File: src/rtl/pwr_pkg.sv
// Shared types of the power-mode controller.
package pwr_pkg;

    // Power state codes; the encoding is visible on the state_o port.
    typedef enum logic [1:0] {
        PM_NORMAL = 2'd0,
        PM_PART   = 2'd1,
        PM_FULL   = 2'd2,
        PM_WAKE   = 2'd3
    } pm_state_e;

endpackage

File: src/rtl/pwr_pin_filter.sv
// Synchronises the asynchronous active-low pin and classifies each low
// period by its length in system clock cycles.
// Assumes: the pin may change at any time; LOW_THRESH >= 1.
// A low period of 1..LOW_THRESH cycles yields short_rst on release; the
// (LOW_THRESH+1)-th low cycle yields long_start, and the release after a
// long period yields long_end.
module pwr_pin_filter #(
    parameter int LOW_THRESH = 10
) (
    input  logic clk,
    input  logic rst_n,
    input  logic pin_n,
    output logic pin_ok,
    output logic short_rst,
    output logic long_start,
    output logic long_end
);

    localparam int LW = $clog2(LOW_THRESH + 2);
    localparam logic [LW-1:0] THR = LW'(LOW_THRESH);
    localparam logic [LW-1:0] SAT = LW'(LOW_THRESH + 1);

    logic meta_q, sync_q;
    logic [LW-1:0] low_cnt_q;

    // Two-flop synchroniser; idle level is high.
    always_ff @(posedge clk) begin
        if (!rst_n) begin
            meta_q <= 1'b1;
            sync_q <= 1'b1;
        end else begin
            meta_q <= pin_n;
            sync_q <= meta_q;
        end
    end

    // Count synchronised low cycles, saturating one past the threshold.
    always_ff @(posedge clk) begin
        if (!rst_n)
            low_cnt_q <= '0;
        else if (sync_q)
            low_cnt_q <= '0;
        else if (low_cnt_q != SAT)
            low_cnt_q <= low_cnt_q + 1'b1;
    end

    assign pin_ok     = sync_q;
    assign short_rst  = sync_q && (low_cnt_q != '0) && (low_cnt_q <= THR);
    assign long_start = !sync_q && (low_cnt_q == THR);
    assign long_end   = sync_q && (low_cnt_q == SAT);

endmodule

File: src/rtl/pwr_wake_timer.sv
// Down-counter timing a power-up. Loaded with a cycle count on entry to
// the powering-up state; expired is high in the last counted cycle.
// Assumes: load values are >= 1; the counter rests at zero when idle.
module pwr_wake_timer #(
    parameter int W       = 16,
    parameter int RST_VAL = 1
) (
    input  logic         clk,
    input  logic         rst_n,
    input  logic         load,
    input  logic [W-1:0] load_val,
    output logic         expired
);

    logic [W-1:0] cnt_q;

    // Load on request, otherwise count down to zero and hold.
    always_ff @(posedge clk) begin
        if (!rst_n)
            cnt_q <= W'(RST_VAL);
        else if (load)
            cnt_q <= load_val;
        else if (cnt_q != '0)
            cnt_q <= cnt_q - 1'b1;
    end

    assign expired = (cnt_q == W'(1));


    timer_no_wrap_chk: assert property (@(posedge clk) disable iff (!rst_n)
        (!load && $past(cnt_q) == '0 && !$past(load)) |-> cnt_q == '0);

endmodule

File: src/rtl/pwr_result_track.sv
// Tracks whether the frame now starting returns a valid conversion.
// A full frame with an accepted configuration write arms the tracker;
// the next full frame starts a valid conversion, whose result appears in
// the frame after it. Assumes frame_end only pulses in normal state.
module pwr_result_track (
    input  logic clk,
    input  logic rst_n,
    input  logic clear,
    input  logic frame_end,
    input  logic cfg_acc,
    output logic res_valid
);

    logic cfg_ok_q, res_q;

    // Two-stage pipeline of configuration and conversion validity.
    always_ff @(posedge clk) begin
        if (!rst_n) begin
            cfg_ok_q <= 1'b0;
            res_q    <= 1'b0;
        end else if (clear) begin
            cfg_ok_q <= 1'b0;
            res_q    <= 1'b0;
        end else if (frame_end) begin
            res_q <= cfg_ok_q;
            if (cfg_acc)
                cfg_ok_q <= 1'b1;
        end
    end

    assign res_valid = res_q;


    res_needs_cfg_chk: assert property (@(posedge clk) disable iff (!rst_n)
        res_q |-> cfg_ok_q);

endmodule

File: src/rtl/pwr_mode_ctrl.sv
// Power-mode and reset controller. Tracks normal, partial power-down,
// full power-down and powering-up states from serial frame ends and an
// asynchronous reset/power-down pin; drives the write gate, result-valid
// flag and one-cycle clear pulses.
// Assumes: cs_rise is a one-cycle pulse already in the clk domain and the
// frame qualifiers are valid with it; wake times are >= 2 cycles.
module pwr_mode_ctrl
    import pwr_pkg::*;
#(
    parameter int LOW_THRESH    = 10,
    parameter int FULL_WAKE_CYC = 50000,
    parameter int PART_WAKE_CYC = 100
) (
    input  logic       clk,
    input  logic       rst_n,
    input  logic       pin_n,
    input  logic       cs_rise,
    input  logic       frame_full,
    input  logic       wr_en,
    input  logic       wr_ppd,
    output logic [1:0] state_o,
    output logic       ready,
    output logic       cfg_we,
    output logic       res_valid,
    output logic       reg_clear,
    output logic       avg_clear
);

    localparam int MAX_WAKE = (FULL_WAKE_CYC > PART_WAKE_CYC) ? FULL_WAKE_CYC : PART_WAKE_CYC;
    localparam int CNT_W    = $clog2(MAX_WAKE + 1);

    pm_state_e        state_q, state_d;
    logic             rc_q, rc_d, ac_q, ac_d;
    logic             pin_ok, short_rst, long_start, long_end;
    logic             wake_load, wake_done;
    logic [CNT_W-1:0] wake_val;
    logic             frame_end, write_acc;

    pwr_pin_filter #(.LOW_THRESH(LOW_THRESH)) u_pin (
        .clk        (clk),
        .rst_n      (rst_n),
        .pin_n      (pin_n),
        .pin_ok     (pin_ok),
        .short_rst  (short_rst),
        .long_start (long_start),
        .long_end   (long_end)
    );

    pwr_wake_timer #(.W(CNT_W), .RST_VAL(FULL_WAKE_CYC)) u_timer (
        .clk      (clk),
        .rst_n    (rst_n),
        .load     (wake_load),
        .load_val (wake_val),
        .expired  (wake_done)
    );

    assign frame_end = cs_rise && frame_full;
    assign write_acc = frame_end && wr_en;
    assign ready     = (state_q == PM_NORMAL) && pin_ok;
    assign cfg_we    = ready && write_acc;

    // Next-state selection: pin events take priority over frame events.
    always_comb begin
        state_d   = state_q;
        rc_d      = 1'b0;
        ac_d      = 1'b0;
        wake_load = 1'b0;
        wake_val  = CNT_W'(PART_WAKE_CYC);
        if (long_start && state_q != PM_FULL) begin
            state_d = PM_FULL;
            rc_d    = 1'b1;
            ac_d    = 1'b1;
        end else if (long_end && state_q == PM_FULL) begin
            state_d   = PM_WAKE;
            wake_load = 1'b1;
            wake_val  = CNT_W'(FULL_WAKE_CYC);
        end else if (short_rst) begin
            rc_d = 1'b1;
            if (state_q != PM_WAKE)
                state_d = PM_NORMAL;
        end else begin
            unique case (state_q)
                PM_NORMAL: if (cfg_we && wr_ppd) begin
                    state_d = PM_PART;
                    ac_d    = 1'b1;
                end
                PM_PART: if (pin_ok && write_acc && !wr_ppd) begin
                    state_d   = PM_WAKE;
                    wake_load = 1'b1;
                end
                PM_WAKE: if (wake_done)
                    state_d = PM_NORMAL;
                default: ;
            endcase
        end
    end

    // State and clear-pulse registers; power-on starts a full wake-up.
    always_ff @(posedge clk) begin
        if (!rst_n) begin
            state_q <= PM_WAKE;
            rc_q    <= 1'b0;
            ac_q    <= 1'b0;
        end else begin
            state_q <= state_d;
            rc_q    <= rc_d;
            ac_q    <= ac_d;
        end
    end

    pwr_result_track u_track (
        .clk       (clk),
        .rst_n     (rst_n),
        .clear     (rc_d || ac_d),
        .frame_end (ready && frame_end),
        .cfg_acc   (cfg_we),
        .res_valid (res_valid)
    );

    assign state_o   = state_q;
    assign reg_clear = rc_q;
    assign avg_clear = ac_q;


    avg_in_powerdown_chk: assert property (@(posedge clk) disable iff (!rst_n)
        avg_clear |-> (state_q == PM_PART || state_q == PM_FULL));


    res_only_normal_chk: assert property (@(posedge clk) disable iff (!rst_n)
        res_valid |-> state_q == PM_NORMAL);


    full_exit_chk: assert property (@(posedge clk) disable iff (!rst_n)
        state_q == PM_FULL |=> (state_q == PM_FULL || state_q == PM_WAKE));


    normal_entry_chk: assert property (@(posedge clk) disable iff (!rst_n)
        (state_q == PM_NORMAL && $past(state_q) != PM_NORMAL)
            |-> ($past(state_q) == PM_WAKE || reg_clear));


    reset_clears_res_chk: assert property (@(posedge clk) disable iff (!rst_n)
        reg_clear |-> !res_valid);

endmodule

File: config.mk
export PLATFORM = sky130hd
export DESIGN_NAME = pwr_mode_ctrl
export DESIGN_NICKNAME = d
export VERILOG_FILES = /design/src/rtl/pwr_pkg.sv /design/src/rtl/pwr_pin_filter.sv /design/src/rtl/pwr_wake_timer.sv /design/src/rtl/pwr_result_track.sv /design/src/rtl/pwr_mode_ctrl.sv
export SDC_FILE = /design/constraint.sdc
export NUM_CORES = 1
export LEC_CHECK = 0
export ABC_CLOCK_PERIOD_IN_PS = 1800
export BUFFER_PORTS_ARGS = -buffer_cell sky130_fd_sc_hd__buf_2
export CAP_MARGIN = 15
export CORE_UTILIZATION = 38
export CTS_BUF_LIST = sky130_fd_sc_hd__clkbuf_8
export CTS_CLUSTER_DIAMETER = 150
export DETAILED_ROUTE_END_ITERATION = 10
export HOLD_SLACK_MARGIN = 0.08
export PLACE_DENSITY = 0.57
export SLEW_MARGIN = 25
export SYNTH_ARGS = -nofsm -noshare
export SYNTH_HDL_FRONTEND = slang
export SYNTH_SLANG_ARGS = --single-unit
File: constraint.sdc
create_clock -name clk -period 1.8 [get_ports clk]
set_input_delay 0.36 -clock clk [delete_from_list [all_inputs] [get_ports clk]]
set_output_delay 0.36 -clock clk [all_outputs]
set_load 0.01 [all_outputs]
==> results of run 1 <==
==> worst max path at each step <==
stage | start | end | depth (start not counted)
detailed placement | u_timer.cnt_q[5] | u_timer.cnt_q[14] | 7
floorplan | u_timer.cnt_q[5] | state_o[1] | 6
global placement | u_timer.cnt_q[3] | u_timer.cnt_q[10] | 7
CTS | u_timer.cnt_q[4] | u_timer.cnt_q[14] | 7
global route | u_timer.cnt_q[10] | u_timer.cnt_q[14] | 7
finish | u_timer.cnt_q[10] | u_timer.cnt_q[14] | 7
==> per-layer routing <==
metal	GRT usage [%]	routed length, microns	vias up
met1	23.3	1680	664
li1	-	-	723
met2	29.2	1700	17
met3	2.64	73	4
met4	4.44	38	0
met5	0	0	-
==> cell type report <==
| class | instances | area (sq um) |
|---|---|---|
| Tap cell | 48 | 60.1 |
| Sequential cell | 28 | 567 |
| Clock buffer | 3 | 41.3 |
| Fill cell | 338 | 1680 |
| Clock inverter | 1 | 30.0 |
| Multi-Input combinational cell | 139 | 1010 |
| Timing Repair Buffer | 43 | 302 |
| Inverter | 9 | 33.8 |
==> kinds of logic (layout without fill, tap and decap cells) <==
group                    Yosys count  after routing
AND/OR/NAND/NOR                   87             87
adder cells (fa/ha/maj)            6              6
AO/OA/AOI/OAI                     34             34
multiplexers                       3              3
XOR/XNOR                           9              9
flip-flops                        28             28
buffers and inverters             16             56
==> placed cells by master, fill, tap and decap left out, types with 3 or more instances in the layout <==
cell / netlist / routed
buf_4: 0 / 27
dfxtp_1: 28 / 23
nor2_1: 23 / 20
buf_2: 2 / 13
nand2_1: 14 / 10
a21oi_1: 11 / 10
inv_1: 9 / 9
nand3_1: 11 / 7
o21ai_0: 10 / 7
xor2_1: 6 / 6
nand2b_1: 5 / 5
ha_1: 6 / 5
dfxtp_2: 0 / 5
or3_1: 4 / 4
nand3_2: 1 / 4
nor2b_1: 6 / 3
nand2_2: 0 / 3
mux2i_1: 3 / 3
xnor2_1: 3 / 3
o21ai_1: 0 / 3
nand4_1: 3 / 3
nand3b_1: 3 / 3
clkbuf_8: 0 / 3
buf_6: 0 / 3
==> stage by stage <==
step                setup TNS, ns  cell area [sq um]
global route                -1.85               2040
finish                     -0.533               2040
floorplan                 -0.0736               1510
global placement           -0.440               1790
CTS                        -0.895               1910
detailed placement         -0.801               1790
==> cells in the mapped netlist, drive strengths merged (2+ instances only) <==
master and instances:
nand4b 2, mux2i 3, or3 4, xor2 6, a21o 2, nand2b 5, a31oi 2, nor3 5
o21ai 10, or3b 2, and3 2, a21oi 11, xnor2 3, nor2 23, nor4 2, clkbuf 5
inv 9, a211oi 4, ha 6, nand2 14, dfxtp 28, nand3 12, buf 2, or4 2
nand4 3, nor2b 6, nand3b 3
==> power by group through the flow <==
stage	clock network [uW]	logic (uW)	registers, uW
after floorplan	0	117	680
after CTS	509	196	668
after detailed placement	0	181	680
after global routing	525	239	675
final	492	218	670
after global placement	0	178	678
==> state kept, by name, summed over array words and instances, names as in the netlist <==
register           cells
u_timer.cnt_q         16
u_pin.low_cnt_q        4
state_o                2
avg_clear              1
reg_clear              1
u_pin.meta_q           1
u_pin.pin_ok           1
u_track.cfg_ok_q       1
u_track.res_valid      1
==> repair_timing <==
item | 4_1_cts | 5_1_grt
resized for setup | 8 | 33
setup buffers | 2 | 2
hold buffers | 0 | 0
setup endpoints to repair | 17 | 20
pin swaps | 4 | 12
gates cloned | 0 | 0
==> impl_metrics.env, run 1 <==
export IMPL_status="finished, violations left"
export IMPL_failed_checks="setup timing"
export IMPL_drv_slew=0
export IMPL_syn_inst=183
export IMPL_syn_nets=196
export IMPL_clock_sinks=28
export IMPL_hold_ws_ns=0.262
export IMPL_r2r_slack_ns=-0.08
export IMPL_holdPathStages=2
export IMPL_fin_util_pct=54.9
export IMPL_min_period_ns=1.88
export IMPL_synthArstFlopShare_pct=0
export IMPL_antenna_found_initial=0
export IMPL_max_stage_delay_ns=0.54
export IMPL_critPathArrivalTime_ns=2.09
export IMPL_finalHoldViolations=0
export IMPL_p_clk_share_pct=35.6
export IMPL_slowest_stage="or4_4"
export IMPL_seq_power_share_pct=48.6
export IMPL_core_area_sq_um=3720
export IMPL_dr_pass1_iters=4
export IMPL_synth_largest_area_cell="dfxtp_1"
export IMPL_rr_endpoint="u_timer.cnt_q[14]"
export IMPL_ios=14
export IMPL_critical_path_max_fanout=6
export IMPL_synthSimpleGateAreaFrac_pct=31.5
export IMPL_clock_latency_ns=0.27
export IMPL_synthXorXnorAreaFrac_pct=5.31
export IMPL_worstPathRequired_ns=2.01
export IMPL_worst_setup_path_type="reg -> reg"
export IMPL_synth_fa_ha_area_share_pct=5.05
export IMPL_wl_per_cell_microns=12.9
export IMPL_drive_gt1_share_pct=36.8
export IMPL_avgSynthCellArea_sq_um=8.12
export IMPL_path_cells="or4_4, nor3_4, buf_6, nand4b_1, nor3_2, a21oi_1, o21ai_1"
export IMPL_synth_ff_type="dfxtp_1"
export IMPL_yosysWarnings=0
export IMPL_power_leakage_uw=0.000865
export IMPL_synthDistinctLibCells=37
export IMPL_ys_ff_latch=28
export IMPL_hold_start="pin_n"
export IMPL_worstMarginPinSlew_ns=0.384
export IMPL_maxSlewHeadroom_pct=74.4
export IMPL_path_buf_inv=1
export IMPL_grt_pass1_vias=1304
export IMPL_dp_slack_ns=-0.139
export IMPL_grt_pass1_wl_microns=5730
export IMPL_ant_nets=0
export IMPL_synth_top_area_share_pct=37.7
export IMPL_cts_made_buffers=3
export IMPL_layout_nets=237
export IMPL_finalCritPeriodShare_pct=104
export IMPL_drt_iter0_markers=32
export IMPL_vias=1408
export IMPL_areaGrowthSynthToFinish_pct=37.4
export IMPL_die_w_microns=64.5
export IMPL_start_util_pct=40.0
export IMPL_finalSetupViolations=14
export IMPL_htreeDepth=1
export IMPL_port_buffers=13
export IMPL_synthTopCellsByArea="dfxtp_1, nor2_1, ha_1"
export IMPL_dp_hpwl_microns=2590
export IMPL_grt_max_degree=17
export IMPL_fmax_ghz=0.532
export IMPL_crit_family="simple AND/OR/NAND/NOR gates"
export IMPL_synth_top_family_by_area="simple AND/OR/NAND/NOR gates"
export IMPL_whs_endpoint="u_pin.meta_q"
export IMPL_gr_total_overflow=0
export IMPL_synth_mux_area_share_pct=2.02
export IMPL_power_density_nw_per_um2=676
export IMPL_die_y_microns=64.5
export IMPL_vdd_drop_max_mv=0.383
export IMPL_syn_area_sq_um=1490
export IMPL_timing_final_ws_setup_ns=-0.0803
export IMPL_final_cells=271
export IMPL_antenna_cells=0
export IMPL_drc_errors=0
export IMPL_track_usage_pct=17.4
export IMPL_pwr_share_comb_pct=15.8
export IMPL_clock_skew_final_ns=0.00383
export IMPL_cts_tree="done"
export IMPL_switching_share_pct=23.8
export IMPL_synth_compound_area_share_pct=14.2
export IMPL_root_buffer="clkbuf_8"
export IMPL_p_int_uw=1050
export IMPL_routed_wl_microns=3500
export IMPL_p_total_uw=1380
export IMPL_ys_seq_area_share_pct=37.7
export IMPL_rows=22
export IMPL_synth_edff_count=0
export IMPL_dp_cells=263
export IMPL_start_kind="register"
export IMPL_crit_path_end_kind="register"
export IMPL_r2r_cells=7
export IMPL_netSwitchingPower_uw=329
export IMPL_die_area_sq_um=4160
export IMPL_cts_buffer_depth=2
export IMPL_clk_pin_slew_worst_paths_ns=0.10
export IMPL_gp_congestion=0.797
export IMPL_grt_setup_unrepaired="true"
export IMPL_drv_cap=0
export IMPL_vias_per_cell=5.20
export IMPL_hp_class="in -> reg"
export IMPL_reg2reg_from="u_timer.cnt_q[10]"
No activity file was read; power rests on OpenSTA's default activity.
==> run 2: changes to the inputs <==
Settings changed: PLACE_DENSITY 0.57 to default.
==> run 2 against run 1 <==
Against the previous run: the run still ends with setup timing left; flip-flop and latch count is the same; total power down 8.5%; combinational power decreased by 5%; hold slack lost 0.0017 ns; clock power decreased by 22%; worst setup slack improved by 0.0038 ns; cell count rose by 1.5%; first-iteration DRC count up 100%; register-to-register slack barely moved; clock skew down 0.0016 ns; sequential share of layout area up 0.73 points; largest power group unchanged; non-clock buffer count grew 4.
==> impl_metrics.env, run 2 (same netlist as run 1, synthesis figures left out) <==
export IMPL_clock_latency_ns=0.27
export IMPL_seq_power_share_pct=53.0
export IMPL_die_w_microns=64.5
export IMPL_layout_commonest_cell="buf_4"
export IMPL_worstMarginPinSlew_ns=0.341
export IMPL_gr_total_overflow=0
export IMPL_die_y_microns=64.5
export IMPL_largest_register_ffs=16
export IMPL_dr_pass1_iters=4
export IMPL_timing_final_ws_setup_ns=-0.0765
export IMPL_hp_class="in -> reg"
export IMPL_start_kind="register"
export IMPL_power_leakage_uw=0.000856
export IMPL_start_util_pct=40.0
export IMPL_nFillCells=360
export IMPL_failed_checks="setup timing"
export IMPL_gp_congestion=0.880
export IMPL_root_buffer="clkbuf_8"
export IMPL_ios=14
export IMPL_worst_setup_path_type="reg -> reg"
export IMPL_grt_pass1_wl_microns=6020
export IMPL_cts_tree="done"
export IMPL_p_int_uw=950
export IMPL_finalSetupViolations=6
export IMPL_status="finished, violations left"
export IMPL_critical_path_max_fanout=4
export IMPL_mostFrequentLayoutCells="buf_4, dfxtp_1, nor2_1"
export IMPL_critPathArrivalTime_ns=2.04
export IMPL_netSwitchingPower_uw=312
export IMPL_antenna_cells=0
export IMPL_layout_nets=241
export IMPL_clock_sinks=28
export IMPL_clk_pin_slew_worst_paths_ns=0.09
export IMPL_power_density_nw_per_um2=638
export IMPL_antenna_found_initial=0
export IMPL_pwr_share_comb_pct=16.4
export IMPL_p_total_uw=1260
export IMPL_seqCellArea_sq_um=564
export IMPL_finalHoldViolations=0
export IMPL_die_area_sq_um=4160
export IMPL_grt_setup_unrepaired="true"
export IMPL_clock_skew_final_ns=0.00225
export IMPL_wl_per_cell_microns=12.9
export IMPL_vdd_drop_max_mv=0.269
export IMPL_areaGrowthSynthToFinish_pct=33.3
export IMPL_switching_share_pct=24.7
export IMPL_cts_made_buffers=3
export IMPL_core_area_sq_um=3720
export IMPL_min_period_ns=1.88
export IMPL_drv_slew=0
export IMPL_ant_nets=0
export IMPL_worstPathRequired_ns=1.96
export IMPL_rows=22
export IMPL_dp_hpwl_microns=2690
export IMPL_port_buffers=13
export IMPL_p_clk_share_pct=30.6
export IMPL_drv_cap=0
export IMPL_crit_path_end_kind="register"
export IMPL_multi_input_area_sq_um=933
export IMPL_track_usage_pct=18.2
export IMPL_vias_per_cell=5.13
export IMPL_vias=1412
export IMPL_grt_pass1_vias=1384
export IMPL_htreeDepth=1
export IMPL_finalCritPeriodShare_pct=104
export IMPL_drc_errors=0
export IMPL_fmax_ghz=0.533
export IMPL_cts_buffer_depth=2
export IMPL_grt_max_degree=16
export IMPL_routed_wl_microns=3550
export IMPL_timing_setup_tns_ns=-0.183
export IMPL_drive_gt1_share_pct=32.6
export IMPL_maxSlewHeadroom_pct=77.3
export IMPL_drt_iter0_markers=64
export IMPL_largest_register="u_timer.cnt_q"
export IMPL_dp_slack_ns=-0.0867
[run 2: through the flow]
stage	utilization, %	instances	instance area (sq um)	hold slack (ns)
2_1_floorplan	-	183	1510	0.386
3_3_place_gp	49.8	269	1850	0.389
3_5_place_dp	49.8	269	1850	0.391
4_1_cts	51.8	273	1920	0.254
5_1_grt	53.3	275	1980	0.255
6_report	53.3	275	1980	0.261
[run 2: layout make-up]
| class | count | area share, % |
|---|---|---|
| inverter | 9 | 1.71 |
| tap | 48 | 3.03 |
| sequential | 28 | 28.5 |
| timing repair buffer | 47 | 16.8 |
| clock buffer | 4 | 2.78 |
| multi-input combinational | 139 | 47.2 |
[run 2: power groups by stage]
stage / Clock [uW] / Combinational [uW] / Sequential (uW)
detailed placement: 0 / 199 / 682
global placement: 0 / 193 / 677
global route: 424 / 230 / 671
finish: 386 / 207 / 669
CTS: 401 / 205 / 668
floorplan: 0 / 117 / 680
[run 2: path summary, 6_finish.rpt]
kind | slack [ns] | cells past startpoint | startpoint | end
worst min-delay path | 0.26 | 2 | pin_n | u_pin.meta_q
worst max-delay path | -0.08 | 6 | u_timer.cnt_q[7] | state_o[1]
worst min register to register | 0.41 | 1 | u_pin.meta_q | u_pin.pin_ok
worst max register to register | -0.08 | 6 | u_timer.cnt_q[7] | state_o[1]
[run 2: routing by layer]
metal | global-route usage, % | share of wire [%] | vias to the layer above
met5 | 0 | 0 | -
met4 | 4.17 | 0.51 | 0
met3 | 3.87 | 3.0 | 2
met2 | 33.0 | 50 | 20
met1 | 21.7 | 46 | 661
li1 | - | - | 729
[run 2: repair_timing]
item	4_1_cts	5_1_grt
setup buffers	0	2
hold endpoints to repair	0	0
gates resized for setup	5	14
pin swaps	1	3
hold buffers	0	0
endpoints found under the setup margin	13	20
[run 2: critical path: stages (launching register included)]
cell	delay [ns]
dfxtp_1	0.32
or4_4	0.54
nor3_4	0.25
buf_4	0.15
and4_1	0.16
a21oi_1	0.06
or3_1	0.29
